File: config.mk
export PLATFORM = sky130hd
export DESIGN_NAME = gpio5_port
export DESIGN_NICKNAME = d
export VERILOG_FILES = /design/src/rtl/gpio_pkg.sv /design/src/rtl/gpio_rst_sync.sv /design/src/rtl/gpio_in_sync.sv /design/src/rtl/gpio_port_regs.sv /design/src/rtl/gpio_pad_drv.sv /design/src/rtl/gpio5_port.sv
export SDC_FILE = /design/constraint.sdc
export NUM_CORES = 1
export LEC_CHECK = 0
export ABC_CLOCK_PERIOD_IN_PS = 800
export BUFFER_PORTS_ARGS = -buffer_cell sky130_fd_sc_hd__buf_4
export CELL_PAD_IN_SITES_DETAIL_PLACEMENT = 1
export CELL_PAD_IN_SITES_GLOBAL_PLACEMENT = 1
export CORE_ASPECT_RATIO = 2
export CORE_MARGIN = 4
export CORE_UTILIZATION = 32
export DETAILED_ROUTE_END_ITERATION = 12
export PLACE_DENSITY_LB_ADDON = 0.1
export RECOVER_POWER = 100
export SYNTH_ARGS = -nofsm -noshare
export SYNTH_HDL_FRONTEND = slang
export SYNTH_HIERARCHICAL = 1
export SYNTH_SLANG_ARGS = --single-unit
File: constraint.sdc
create_clock -name clk -period 0.8 [get_ports clk]
set_clock_uncertainty 0.05 [all_clocks]
set_input_delay 0.16 -clock clk [delete_from_list [all_inputs] [get_ports clk]]
set_output_delay 0.16 -clock clk [all_outputs]
set_load 0.01 [all_outputs]
File: src/rtl/gpio_pkg.sv
package gpio_pkg;
  localparam int unsigned GPIO_BUS_W  = 8;
  localparam int unsigned GPIO_PORT_W = 5;
  localparam int unsigned GPIO_OD_BIT = 4;

  // register select encoding on the bus
  typedef enum logic {
    SEL_DATA = 1'b0,
    SEL_DIR  = 1'b1
  } reg_sel_e;
endpackage

File: src/rtl/gpio_rst_sync.sv
module gpio_rst_sync #(
  parameter int unsigned STAGES = 2
) (
  input  logic clk,
  input  logic rst_n,
  output logic rst_sync_n
);
  for (genvar s = 0; s < STAGES; s++) begin : g_stage
    logic q;
    if (s == 0) begin : g_first
      always_ff @(posedge clk or negedge rst_n) begin
        if (!rst_n) q <= 1'b0;
        else        q <= 1'b1;
      end
    end else begin : g_rest
      always_ff @(posedge clk or negedge rst_n) begin
        if (!rst_n) q <= 1'b0;
        else        q <= g_stage[s-1].q;
      end
    end
  end

  assign rst_sync_n = g_stage[STAGES-1].q;
endmodule

File: src/rtl/gpio_in_sync.sv
module gpio_in_sync #(
  parameter int unsigned WIDTH  = 5,
  parameter int unsigned STAGES = 2
) (
  input  logic             clk,
  input  logic             rst_n,
  input  logic [WIDTH-1:0] d,
  output logic [WIDTH-1:0] q
);
  for (genvar s = 0; s < STAGES; s++) begin : g_stage
    logic [WIDTH-1:0] r;
    if (s == 0) begin : g_first
      always_ff @(posedge clk or negedge rst_n) begin
        if (!rst_n) r <= '0;
        else        r <= d;
      end
    end else begin : g_rest
      always_ff @(posedge clk or negedge rst_n) begin
        if (!rst_n) r <= '0;
        else        r <= g_stage[s-1].r;
      end
    end
  end

  assign q = g_stage[STAGES-1].r;
endmodule

File: src/rtl/gpio_port_regs.sv
module gpio_port_regs #(
  parameter int unsigned PORT_W = 5,
  parameter int unsigned IDX_W  = 3
) (
  input  logic              clk,
  input  logic              rst_n,
  input  logic              sel_dir,
  input  logic              wr_en,
  input  logic [PORT_W-1:0] wr_bits,
  input  logic              bit_set,
  input  logic              bit_clr,
  input  logic [IDX_W-1:0]  bit_idx,
  input  logic [PORT_W-1:0] pins,
  output logic [PORT_W-1:0] latch_q,
  output logic [PORT_W-1:0] dir_q
);
  logic [PORT_W-1:0] mask;
  logic [PORT_W-1:0] latch_d;
  logic [PORT_W-1:0] dir_d;
  logic [PORT_W-1:0] src;
  logic              any_op;
  logic              latch_en;
  logic              dir_en;

  // one-hot of the addressed bit; all zero when the index is past the port
  always_comb begin
    for (int i = 0; i < PORT_W; i++) begin
      mask[i] = (32'(bit_idx) == i);
    end
  end

  assign any_op   = wr_en | bit_set | bit_clr;
  assign latch_en = any_op & ~sel_dir;
  assign dir_en   = any_op &  sel_dir;

  // data register reads back pins, direction register reads back itself
  assign src = sel_dir ? dir_q : pins;

  always_comb begin
    if (wr_en) begin
      latch_d = wr_bits;
      dir_d   = wr_bits;
    end else if (bit_set) begin
      latch_d = src | mask;
      dir_d   = src | mask;
    end else begin
      latch_d = src & ~mask;
      dir_d   = src & ~mask;
    end
  end

  always_ff @(posedge clk or negedge rst_n) begin
    if (!rst_n)        latch_q <= '0;
    else if (latch_en) latch_q <= latch_d;
  end

  always_ff @(posedge clk or negedge rst_n) begin
    if (!rst_n)      dir_q <= '1;
    else if (dir_en) dir_q <= dir_d;
  end
endmodule

File: src/rtl/gpio_pad_drv.sv
module gpio_pad_drv #(
  parameter int unsigned PORT_W = 5,
  parameter int unsigned OD_BIT = 4
) (
  input  logic [PORT_W-1:0] latch_q,
  input  logic [PORT_W-1:0] dir_q,
  output logic [PORT_W-1:0] pad_out,
  output logic [PORT_W-1:0] pad_oe
);
  for (genvar i = 0; i < PORT_W; i++) begin : g_pin
    if (i == OD_BIT) begin : g_open_drain
      assign pad_out[i] = 1'b0;
      assign pad_oe[i]  = ~dir_q[i] & ~latch_q[i];
    end else begin : g_push_pull
      assign pad_out[i] = latch_q[i];
      assign pad_oe[i]  = ~dir_q[i];
    end
  end
endmodule

File: src/rtl/gpio5_port.sv
module gpio5_port
  import gpio_pkg::*;
#(
  parameter int unsigned BUS_W       = GPIO_BUS_W,
  parameter int unsigned PORT_W      = GPIO_PORT_W,
  parameter int unsigned OD_BIT      = GPIO_OD_BIT,
  parameter int unsigned SYNC_STAGES = 2,
  parameter int unsigned RST_STAGES  = 2
) (
  input  logic                     clk,
  input  logic                     rst_n,
  input  logic                     reg_sel,
  input  logic                     wr_en,
  input  logic [BUS_W-1:0]         wr_data,
  input  logic                     bit_set,
  input  logic                     bit_clr,
  input  logic [$clog2(BUS_W)-1:0] bit_idx,
  output logic [BUS_W-1:0]         rd_data,
  input  logic [PORT_W-1:0]        pad_in,
  output logic [PORT_W-1:0]        pad_out,
  output logic [PORT_W-1:0]        pad_oe,
  output logic                     tmr_clk_tap
);
  localparam int unsigned IDX_W = $clog2(BUS_W);
  localparam int unsigned PAD_Z = BUS_W - PORT_W;

  logic              rst_int_n;
  logic [PORT_W-1:0] pin_s;
  logic [PORT_W-1:0] latch_q;
  logic [PORT_W-1:0] dir_q;
  logic              sel_dir;
  logic              unused_hi;

  assign sel_dir   = (reg_sel_e'(reg_sel) == SEL_DIR);
  assign unused_hi = ^wr_data[BUS_W-1:PORT_W];

  gpio_rst_sync #(.STAGES(RST_STAGES)) u_rst (
    .clk        (clk),
    .rst_n      (rst_n),
    .rst_sync_n (rst_int_n)
  );

  gpio_in_sync #(.WIDTH(PORT_W), .STAGES(SYNC_STAGES)) u_sync (
    .clk   (clk),
    .rst_n (rst_int_n),
    .d     (pad_in),
    .q     (pin_s)
  );

  gpio_port_regs #(.PORT_W(PORT_W), .IDX_W(IDX_W)) u_regs (
    .clk     (clk),
    .rst_n   (rst_int_n),
    .sel_dir (sel_dir),
    .wr_en   (wr_en),
    .wr_bits (wr_data[PORT_W-1:0]),
    .bit_set (bit_set),
    .bit_clr (bit_clr),
    .bit_idx (bit_idx),
    .pins    (pin_s),
    .latch_q (latch_q),
    .dir_q   (dir_q)
  );

  gpio_pad_drv #(.PORT_W(PORT_W), .OD_BIT(OD_BIT)) u_pad (
    .latch_q (latch_q),
    .dir_q   (dir_q),
    .pad_out (pad_out),
    .pad_oe  (pad_oe)
  );

  always_comb begin
    if (sel_dir) rd_data = {{PAD_Z{1'b0}}, dir_q};
    else         rd_data = {{PAD_Z{1'b0}}, pin_s};
  end

  assign tmr_clk_tap = pin_s[OD_BIT];
endmodule

; ---- Word-level counts from Yosys, hierarchy flattened
; Cells that the tools add are included.
[word_totals]
ff_bits = 22
latchBits = 0
ramBits = 0
mem_bits_ro = 0
input_bits = 22
out_inout_bits = 19
word_cells = 30
mem_count = 0
[op_classes]
n_addsub = 0
multipliers = 0
div = 0
n_lt_le_gt_ge = 0
eq_ne = 4
shifts = 0
n_mux = 4
bitwise_logic = 15
reduce_logical = 1
[ops]
columns = op, count
row1 = $mux W5, 4
row2 = $not A1 Y1, 7
row3 = $eq A3 B2 Y1 const B, 2
row4 = $and A5 B5 Y5, 1
row5 = $not A5 Y5, 1
row6 = $or A5 B5 Y5, 1
row7 = $and A1 B1 Y1, 3
row8 = $eq A3 B1 Y1 const B, 1
row9 = $eq A3 B3 Y1 const B, 1
row10 = $logic_not A3 Y1, 1
row11 = $or A1 B1 Y1, 2

; ---- Depth between registers and ports, before layout
[logic_depth]
ltp_word = 5
ltp_mapped = 5
depth_no_buf = 3

; ---- Cells and area by module
; The synthesis kept the hierarchy.
[modules_own_cells]
columns = module, n_inst, cells_per_inst, area_per_inst_um2, seq_area_each_um2
row1 = gpio_port_regs, 1, 62, 618.1, 256.5
row2 = gpio_in_sync, 1, 10, 250.2, 250.2
row3 = gpio5_port, 1, 9, 82.6, 0.0
row4 = gpio_pad_drv, 1, 11, 60.1, 0.0
row5 = gpio_rst_sync, 1, 3, 53.8, 50.0

; ---- Least setup slack after synthesis
; No wires, ideal clock.
[synth_path]
kind = reg-to-reg
start = register u_regs.dir_q[4]
end = register u_regs.dir_q[4]
setup_ps = 77
t_arrival_ps = 1088
t_required_ps = 673
slack_ps = -415
stages_incl_launch_ff = 4
path_buffers = 0
period_less_slack_ps = 1215
cell_sequence = dfstp_2 -> mux2i_1 -> a221o_1 -> a31oi_1
[synth_via]
elab_chain_cells = 4
elab_cells_between_ends = 5
classes_between = 3 x mux / 2 x bitwise
[synth_rtl]
columns = item, line
row1 = "start, declared", gpio_port_regs.sv:15  ; output logic [PORT_W-1:0] dir_q
row2 = "start signal, assigned", gpio_port_regs.sv:59  ; else if (dir_en) dir_q <= dir_d;
row3 = $mux W5 (*), gpio_port_regs.sv:37  ; assign src = sel_dir ? dir_q : pins;
row4 = $and A5 B5 Y5 / $or A5 B5 Y5 (equally long branches), "gpio_port_regs.sv:48, gpio_port_regs.sv:45"
row5 = $mux W5 (*), gpio_port_regs.sv:43  ; end else if (bit_set) begin
row6 = $mux W5 (*), gpio_port_regs.sv:40  ; if (wr_en) begin
; Mark *: on every way between the ends. The rest lies on a longest branch, timed or not.
; A chain may end at the register's enable or synchronous reset.

; ---- Worst setup path after layout
[layout_path]
start = register u_regs.dir_q[2]
end = output port rd_data[2]
[layout_via]
elab_chain_cells = 1
[layout_rtl]
columns = item, line
row1 = $mux W5, gpio5_port.sv:72  ; if (sel_dir) rd_data = {{PAD_Z{1'b0}}, dir_q};
row2 = "end, declared", gpio5_port.sv:18  ; output logic [BUS_W-1:0] rd_data,
; Every way passes these cells.

==> metrics.yaml <==
synth_cell_type_count: 22
crit_path_max_fanout: 3
synthTopCellsByArea: "dfrtp_1, dfstp_2, buf_4"
synthCells: 95
violations: "negative setup slack"
grt_start_max_net_pins: 13
drive_gt1_frac: 0.5443
die_height_um: 89.58
final_area_um2: 1734
grt_pass1_wl_um: 5133
totalNegativeSetupSlack_ps: -10610
synth_ff_type: "dfrtp_1"
syn_area_per_cell_um2: 11.21
placementRows: 29
synth_top_area_cell: "dfrtp_1"
worst_pin_slew_ps: 593.0
clk_latency_ps: 260
slew_headroom: 0.6032
seqPwrFrac: 0.423
wl_um: 3064
outcome: "finished, violations left"
htreeDepth: 1
grt.total_usage: 0.1512
vdd_drop_max_uv: 1963
comb_power_share: 0.325
p_per_area_nw_per_um2: 1791
synth_most_common_cell: "dfrtp_1"
p_int_w: 0.002305
cp-start-kind: "flip-flop"
root_buffer: "clkbuf_8"
fmax_mhz: 743.5
cts_tree: "built"
p_sw_w: 0.0008003
synth-async-reset-ratio: 1.000
cp_common_cell: "buf_6"
grt.overflow.total: 0
core-area_um2: 3193
critPathArrivalTime_ps: 1130
wl_per_cell_um: 16.21
post-route-min-period_ps: 1345
path_cells: "buf_6, mux2_4, buf_6"
slowest_stage: "dfstp_2"
post-route-period-util: 1.681
slew_viol_final: 0
num_io_pins: 41
dp_hpwl_um: 2187
clk_pin_slew_ps: 70
critPathKind: "flip-flop to output port"
postPlaceCellArea_um2: 1454
dr.first_iter.drc_count: 7
dr.pass1.iters: 3
area_growth_pct: 62.87
num-nets-final: 181
syn_area_um2: 1065
initial_core_util: 0.3335
rsz0062_at_grt: "true"
synth_edf_count: 0
drc: 0
numPortBuffers: 33
synth.top_cell.area_share: 0.3995
p_clk_frac: 0.251
netSwitchingFraction: 0.2577
hold_viol: 0
clk_path_buf_depth: 2
numCtsBuffers: 3
cts.sinks: 22
synthTopCellsByCount: "dfrtp_1, buf_4, nor2_1"
critPathRequiredTime_ps: 590
ys_warn_count: 6
vias_per_cell: 4.910
hold_path_class: "flip-flop to async pin"
ant_nets: 0
n_antenna_cell: 0
gp_congestion: 0.7520
setup_viol: 25
yosysSeqAreaShare: 0.5229
antenna_found_initial: 0
cap_violations: 0
route.vias.total: 928
setup_ws_ps: -544.9
grt_pass1_vias: 1098
die_w_um: 48.79
ys_seq_elements: 22
die_area_um2: 4370
cpPeakStageDelay_ps: 550
end_kind: "output port"
leakagePower_nw: 0.8283
-- routing by layer --
metal	wire, um	track usage
met1	1124	0.1551
met2	1754	0.2845
met3	115	0.02149
met4	69	0.09069
met5	0	0
-- sequential cells by signal, indices dropped and copies added (netlist names) --
register          count
u_rst/g_stage.q       1
u_sync/g_stage.r      5
u_rst/rst_sync_n      1
u_regs/latch_q        5
u_sync/q              5
u_regs/dir_q          5
-- critical path, delay by kind of cell (launching register included) --
family / cells / cell delay (ps)
buffers and inverters: 2 / 190
muxes: 1 / 140
DFF: 1 / 550
-- placed cells by master (no fill, tap or decap), drive strengths merged, types with 4 or more instances in the layout --
cell type	n
a2bb2oi	5
dlygate4sd3	6
mux2	5
dfrtp	17
inv	4
a31oi	5
dfstp	5
conb	5
buf	54
nor2	9
clkbuf	12
nor3b	5
nand2	5
a221o	5
mux2i	5
-- cell families after synthesis --
kind of cell	Yosys count	share of synthesized area
buffers and inverters	15	0.08460
AND/OR/NAND/NOR	29	0.1563
other	3	0.01058
flip-flops	22	0.5229
multiplexers	10	0.09988
AO/OA/AOI/OAI	16	0.1257
-- layout make-up --
type	count	area, um2
clock buffer	4	55.05
inverter	4	15.01
fill	354	1459
multi-input combinational	60	478.0
sequential	22	556.8
timing repair buffer	68	590.6
tap	31	38.79
-- metrics by stage --
| stage | hold slack (ps) | total power, W | cells | setup WS (ps) | util |
|---|---|---|---|---|---|
| final | 30.98 | 0.003106 | 189 | -544.9 | 0.5431 |
| after CTS | 69.12 | 0.003098 | 185 | -551.4 | 0.5368 |
| after detailed placement | -106.2 | 0.002077 | 169 | -561.1 | 0.4553 |
| after global routing | 49.88 | 0.003292 | 189 | -594.8 | 0.5431 |
| after global placement | -107.8 | 0.002056 | 169 | -535.4 | 0.4553 |
| after floorplan | -185.6 | 0.001704 | 97 | -386.3 | - |
-- final timing paths --
check	startpoint	end	cells after the start	slack, ps
worst max-delay path	u_regs/dir_q[2]	rd_data[2]	3	-540
worst min-delay path	u_rst/rst_sync_n	u_regs/latch_q[4]	0	30
worst max register to register	u_regs/dir_q[2]	u_regs/dir_q[2]	3	-480
worst min register to register	u_rst/rst_sync_n	u_regs/latch_q[4]	0	30
max in group asynchronous	u_rst/rst_sync_n	u_regs/dir_q[0]	1	80
min in group clk	wr_data[3]	u_regs/dir_q[3]	3	90
-- power groups by stage --
stage,Combinational [W],Clock [W],Sequential (W)
final,0.00101,0.000780,0.00132
after detailed placement,0.000755,0,0.00132
after global placement,0.000740,0,0.00132
after floorplan,0.000375,0,0.00133
after global routing,0.00110,0.000863,0.00133
after CTS,0.000971,0.000812,0.00131
-- what timing repair did --
action,CTS,global route
gates cloned,0,0
resized for setup,27,3
pin swaps,3,0
buffers inserted,7,4
setup endpoints to repair,25,25
hold endpoints to repair,7,0
hold buffers,6,0
Power figures use the tool's default switching activity.
